[config.mk]
export PLATFORM = sky130hd
export DESIGN_NAME = prot_reg_unit
export DESIGN_NICKNAME = d
export VERILOG_FILES = /design/src/rtl/prot_reg_pkg.sv /design/src/rtl/prot_rst_sync.sv /design/src/rtl/prot_seq_ctrl.sv /design/src/rtl/prot_reg_bank.sv /design/src/rtl/prot_rd_mux.sv /design/src/rtl/prot_reg_unit.sv
export SDC_FILE = /design/constraint.sdc
export NUM_CORES = 1
export LEC_CHECK = 0
export CORE_MARGIN = 3
export CORE_UTILIZATION = 49
export CTS_CLUSTER_SIZE = 24
export DETAILED_ROUTE_END_ITERATION = 8
export PLACE_DENSITY = 0.85
export SETUP_SLACK_MARGIN = 0.5
export SYNTH_ARGS = -nofsm -noshare
export SYNTH_HDL_FRONTEND = slang
export SYNTH_SLANG_ARGS = --single-unit
[constraint.sdc]
create_clock -name clk -period 3.8 [get_ports clk]
set_input_delay 0.57 -clock clk [delete_from_list [all_inputs] [get_ports clk]]
set_output_delay 0.57 -clock clk [all_outputs]
set_load 0.005 [all_outputs]
[src/rtl/prot_reg_pkg.sv]
package prot_reg_pkg;

  typedef enum logic {
    SEQ_IDLE  = 1'b0,
    SEQ_ARMED = 1'b1
  } seq_state_e;

  typedef struct packed {
    logic idx_wr;
    logic dat_wr;
    logic rom_rd;
    logic any;
  } bus_class_t;

endpackage

[src/rtl/prot_rst_sync.sv]
module prot_rst_sync (
  input  logic clk,
  input  logic rst_n,
  output logic rst_sync_n
);

  logic stage_q;

  always_ff @(posedge clk or negedge rst_n) begin
    if (!rst_n) begin
      stage_q    <= 1'b0;
      rst_sync_n <= 1'b0;
    end else begin
      stage_q    <= 1'b1;
      rst_sync_n <= stage_q;
    end
  end

endmodule

[src/rtl/prot_seq_ctrl.sv]
module prot_seq_ctrl
  import prot_reg_pkg::*;
#(
  parameter int DATA_W = 8
) (
  input  logic              clk,
  input  logic              rst_n,
  input  bus_class_t        cls,
  input  logic [DATA_W-1:0] wdata,
  output logic              armed,
  output logic              commit_en,
  output logic [DATA_W-1:0] commit_idx
);

  seq_state_e        state_q, state_d;
  logic [DATA_W-1:0] idx_q;
  logic              idx_en;

  // next-state decision
  always_comb begin
    state_d   = state_q;
    idx_en    = 1'b0;
    commit_en = 1'b0;
    unique case (state_q)
      SEQ_IDLE: begin
        if (cls.idx_wr) begin
          state_d = SEQ_ARMED;
          idx_en  = 1'b1;
        end
      end
      SEQ_ARMED: begin
        if (cls.idx_wr) begin
          idx_en = 1'b1;
        end else if (cls.dat_wr) begin
          commit_en = 1'b1;
          state_d   = SEQ_IDLE;
        end else if (cls.rom_rd) begin
          state_d = SEQ_ARMED;
        end else if (cls.any) begin
          state_d = SEQ_IDLE;
        end
      end
      default: state_d = SEQ_IDLE;
    endcase
  end

  always_ff @(posedge clk or negedge rst_n) begin
    if (!rst_n) begin
      state_q <= SEQ_IDLE;
    end else begin
      state_q <= state_d;
    end
  end

  always_ff @(posedge clk or negedge rst_n) begin
    if (!rst_n) begin
      idx_q <= '0;
    end else if (idx_en) begin
      idx_q <= wdata;
    end
  end

  assign armed      = (state_q == SEQ_ARMED);
  assign commit_idx = idx_q;

endmodule

[src/rtl/prot_reg_bank.sv]
module prot_reg_bank #(
  parameter int                           ADDR_W    = 16,
  parameter int                           DATA_W    = 8,
  parameter int                           NUM_REGS  = 4,
  parameter logic [ADDR_W-1:0]            BASE_ADDR = 'h0005,
  parameter logic [NUM_REGS*DATA_W-1:0]   RST_VALS  = '0
) (
  input  logic                         clk,
  input  logic                         rst_n,
  input  logic                         commit_en,
  input  logic [DATA_W-1:0]            commit_idx,
  input  logic [DATA_W-1:0]            wdata,
  output logic [NUM_REGS*DATA_W-1:0]   regs_flat
);

  logic [ADDR_W-1:0] idx_addr;

  assign idx_addr = ADDR_W'(commit_idx);

  for (genvar i = 0; i < NUM_REGS; i++) begin : g_reg
    localparam logic [ADDR_W-1:0] MY_ADDR = BASE_ADDR + ADDR_W'(i);
    logic              hit;
    logic [DATA_W-1:0] val_q;

    assign hit = commit_en && (idx_addr == MY_ADDR);

    always_ff @(posedge clk or negedge rst_n) begin
      if (!rst_n) begin
        val_q <= RST_VALS[i*DATA_W +: DATA_W];
      end else if (hit) begin
        val_q <= wdata;
      end
    end

    assign regs_flat[i*DATA_W +: DATA_W] = val_q;
  end

endmodule

[src/rtl/prot_rd_mux.sv]
module prot_rd_mux #(
  parameter int                ADDR_W    = 16,
  parameter int                DATA_W    = 8,
  parameter int                NUM_REGS  = 4,
  parameter logic [ADDR_W-1:0] BASE_ADDR = 'h0005
) (
  input  logic                        bus_rd,
  input  logic [ADDR_W-1:0]           bus_addr,
  input  logic [NUM_REGS*DATA_W-1:0]  regs_flat,
  output logic [DATA_W-1:0]           rdata
);

  always_comb begin
    rdata = '0;
    for (int i = 0; i < NUM_REGS; i++) begin
      if (bus_rd && (bus_addr == BASE_ADDR + ADDR_W'(i))) begin
        rdata = regs_flat[i*DATA_W +: DATA_W];
      end
    end
  end

endmodule

[src/rtl/prot_reg_unit.sv]
module prot_reg_unit
  import prot_reg_pkg::*;
#(
  parameter int                          ADDR_W    = 16,
  parameter int                          DATA_W    = 8,
  parameter int                          NUM_REGS  = 4,
  parameter logic [ADDR_W-1:0]           BASE_ADDR = 'h0005,
  parameter logic [ADDR_W-1:0]           IDX_PORT  = 'h003E,
  parameter logic [ADDR_W-1:0]           DAT_PORT  = 'h003F,
  parameter logic [NUM_REGS*DATA_W-1:0]  RST_VALS  = '0
) (
  input  logic                        clk,
  input  logic                        rst_n,
  input  logic [ADDR_W-1:0]           bus_addr,
  input  logic                        bus_rd,
  input  logic                        bus_wr,
  input  logic                        bus_rom,
  input  logic [DATA_W-1:0]           bus_wdata,
  output logic [DATA_W-1:0]           bus_rdata,
  output logic [NUM_REGS*DATA_W-1:0]  reg_contents
);

  logic              rst_sync_n;
  bus_class_t        cls;
  logic              armed;
  logic              commit_en;
  logic [DATA_W-1:0] commit_idx;

  prot_rst_sync u_rst (
    .clk       (clk),
    .rst_n     (rst_n),
    .rst_sync_n(rst_sync_n)
  );

  // classify the current bus cycle
  always_comb begin
    cls.idx_wr = bus_wr && !bus_rom && (bus_addr == IDX_PORT);
    cls.dat_wr = bus_wr && !bus_rom && (bus_addr == DAT_PORT);
    cls.rom_rd = bus_rd && !bus_wr && bus_rom;
    cls.any    = bus_rd || bus_wr;
  end

  prot_seq_ctrl #(.DATA_W(DATA_W)) u_seq (
    .clk       (clk),
    .rst_n     (rst_sync_n),
    .cls       (cls),
    .wdata     (bus_wdata),
    .armed     (armed),
    .commit_en (commit_en),
    .commit_idx(commit_idx)
  );

  prot_reg_bank #(
    .ADDR_W   (ADDR_W),
    .DATA_W   (DATA_W),
    .NUM_REGS (NUM_REGS),
    .BASE_ADDR(BASE_ADDR),
    .RST_VALS (RST_VALS)
  ) u_bank (
    .clk       (clk),
    .rst_n     (rst_sync_n),
    .commit_en (commit_en),
    .commit_idx(commit_idx),
    .wdata     (bus_wdata),
    .regs_flat (reg_contents)
  );

  prot_rd_mux #(
    .ADDR_W   (ADDR_W),
    .DATA_W   (DATA_W),
    .NUM_REGS (NUM_REGS),
    .BASE_ADDR(BASE_ADDR)
  ) u_rd (
    .bus_rd   (bus_rd),
    .bus_addr (bus_addr),
    .regs_flat(reg_contents),
    .rdata    (bus_rdata)
  );

endmodule

==> impl_metrics.tcl <==
set metrics [dict create \
    switching_share 0.2032 \
    maxCapViolCount 0 \
    setup_violations 0 \
    final_common_cell "clkdlybuf4s50_1" \
    drt_iter0_drc 65 \
    wl_per_cell_um 19.55 \
    skew_ns 0.007188 \
    ir_worst_vdd_mv 0.2204 \
    clock_sinks 43 \
    dieHeight_um 70.36 \
    critPathArrivalTime_ns 2.69 \
    io_pins 69 \
    seqPwrFrac 0.534 \
    cts_buffers 5 \
    die_area_um2 4950 \
    fp.dieW_um 70.36 \
    synthesis.area_um2 2029 \
    p_per_area_nw_per_um2 289.3 \
    drive_above_1_share 0.3318 \
    hpwl_um 3712 \
    post-route-util 0.7750 \
    num_vias 1547 \
    ys_seq_area_frac 0.5302 \
    grt_max_degree 42 \
    combPwrFrac 0.073 \
    layout_min_cycle_time_ns 3.260 \
    cts_max_level 2 \
    worstMarginPinSlew_ns 0.7181 \
    final_nets 252 \
    synth_seq_cells 43 \
    cellLeakagePower_nw 1.374 \
    rr_worst_depth 4 \
    synth.net_count 172 \
    core_um2 3826 \
    grt_pass1_vias 1629 \
    ant_nets 0 \
    clockBufferDepth 2 \
    critPathRequiredTime_ns 3.23 \
    portBuffers 68 \
    synth_edf_count 0 \
    period_share 0.8579 \
    end_kind "output port" \
    finalHoldViolCount 0 \
    avgSynthCellArea_um2 14.19 \
    synthArstFlopShare 1.000 \
    rsz0062_at_grt "false" \
    slew_violations 0 \
    ys_warn_count 0 \
    start_kind "primary input" \
    diodes 0 \
    cts.reportedPaths.clkPinSlew_ns 0.08 \
    root_buffer "clkbuf_8" \
    place.gp.congestion 0.8704 \
    grt_pass1_wl_um 8459 \
    status "complete, no violations" \
    clkPwrFrac 0.392 \
    fmax_ghz 0.3068 \
    routed_wl_um 5298 \
    area_growth_pct 46.12 \
    tritoncts "done" \
    worstSkewPairLatency_ns 0.29 \
    place_ws_ns 0.3573 \
    synth_cells 143 \
    vias_per_cell 5.708 \
    p_sw_uw 174.3 \
    grt_usage 0.2165 \
    drc 0 \
    firstDrtPassIters 4 \
    fp-row-count 22 \
    fin_tns_setup_ns 0 \
    ys_types 27 \
    intPower_uw 683.6 \
    antenna_found_initial 0 \
    critPathKind "primary input to output port" \
    start_util 0.5304 \
    synthFlopType "dfrtp_1" \
    crit_fanout 8 \
    hold_path_class "flip-flop to async pin" \
    final_cell_mix "clkdlybuf4s50_1 (66), mux2_2 (47), dfrtp_1 (43)" \
    worst_slack_ns 0.5401 \
    overflow 0 \
    max_slew_margin 0.5177 \
]
==> Yosys cell counts (2+ instances only) <==
master / instances / share of area
nor4_4: 2 / 0.021
nand2_1: 2 / 0.0037
or4b_2: 2 / 0.0099
and2_1: 2 / 0.0062
mux2_2: 47 / 0.26
dfrtp_1: 43 / 0.53
nor2b_1: 3 / 0.0092
clkbuf_1: 2 / 0.0037
nand3b_1: 3 / 0.011
nor4_1: 3 / 0.0092
nor2_1: 2 / 0.0037
a22o_1: 16 / 0.069
nand3_1: 2 / 0.0049
==> per-stage QoR <==
step | power [mW] | hold WS, ns | area (um^2) | cells
3_3_place_gp | 0.5262 | 0.3089 | 2820 | 263
2_1_floorplan | 0.4838 | 0.2744 | 2029 | 143
6_report | 0.8579 | 0.3147 | 2965 | 271
4_1_cts | 0.8632 | 0.3352 | 2937 | 271
3_5_place_dp | 0.5279 | 0.3315 | 2820 | 263
5_1_grt | 0.8868 | 0.3677 | 2965 | 271
==> final timing paths <==
path                                           from                       end  slack, ns
worst max-delay path                    bus_addr[9]              bus_rdata[6]       0.54
worst min-delay path               u_rst.rst_sync_n  u_bank.g_reg[3].val_q[2]       0.31
worst max register to register  u_seq.commit_idx[5]  u_bank.g_reg[2].val_q[2]       1.48
worst min register to register     u_rst.rst_sync_n  u_bank.g_reg[3].val_q[2]       0.31
max in group asynchronous          u_rst.rst_sync_n  u_bank.g_reg[3].val_q[4]       3.13
min in group clk                      u_rst.stage_q          u_rst.rst_sync_n       0.36
==> logic make-up (layout without fill, tap and decap cells) <==
group | count (synthesis) | count (layout) | synth area share
compound gates | 17 | 17 | 0.07151
mux | 48 | 48 | 0.2663
other cells | 1 | 1 | 0.001848
simple gates | 30 | 30 | 0.1221
buf+inv | 4 | 84 | 0.008012
flops | 43 | 43 | 0.5302
==> worst max-delay path, stage by stage <==
cell	delay, ns
clkdlybuf4s50_1	0.41
nor4_2	0.34
nand2_1	0.19
nor4b_2	0.28
buf_4	0.23
a22o_1	0.17
clkdlybuf4s50_1	0.50
==> state kept, by name, summed over array words and instances (netlist names) <==
signal	flops
u_bank.g.val_q	32
u_rst.rst_sync_n	1
u_rst.stage_q	1
u_seq.armed	1
u_seq.commit_idx	8
==> area by class of cell <==
class / count / area (um^2)
tap: 48 / 60.06
clock buffer: 6 / 72.57
fill: 240 / 860.8
sequential: 43 / 1076
multi-input combinational: 96 / 969.7
clock inverter: 1 / 30.03
timing repair buffer: 77 / 757.0
==> per-layer routing <==
metal	vias up	part of all wire	GRT usage	wire length (um)
met5	-	0	0	0
met1	778	0.43	0.2878	2304
met2	65	0.49	0.3628	2615
met4	0	0.0051	0.05106	27
li1	699	-	-	-
met3	5	0.066	0.04317	350
==> power by group through the flow <==
stage          clock network [mW]  registers (mW)  logic, mW
2_1_floorplan                   0           0.474     0.0102
3_3_place_gp                    0           0.468     0.0586
3_5_place_dp                    0           0.468     0.0603
4_1_cts                     0.344           0.459     0.0611
5_1_grt                     0.361           0.459     0.0675
6_report                    0.337           0.459     0.0627
==> what timing repair did <==
item                       4_1_cts  5_1_grt
pin swaps                        1        0
setup buffers                    1        0
gates resized for setup          1        6
setup endpoints to repair        8        8
hold buffers                     0        0
Power figures use the tool's default switching activity.
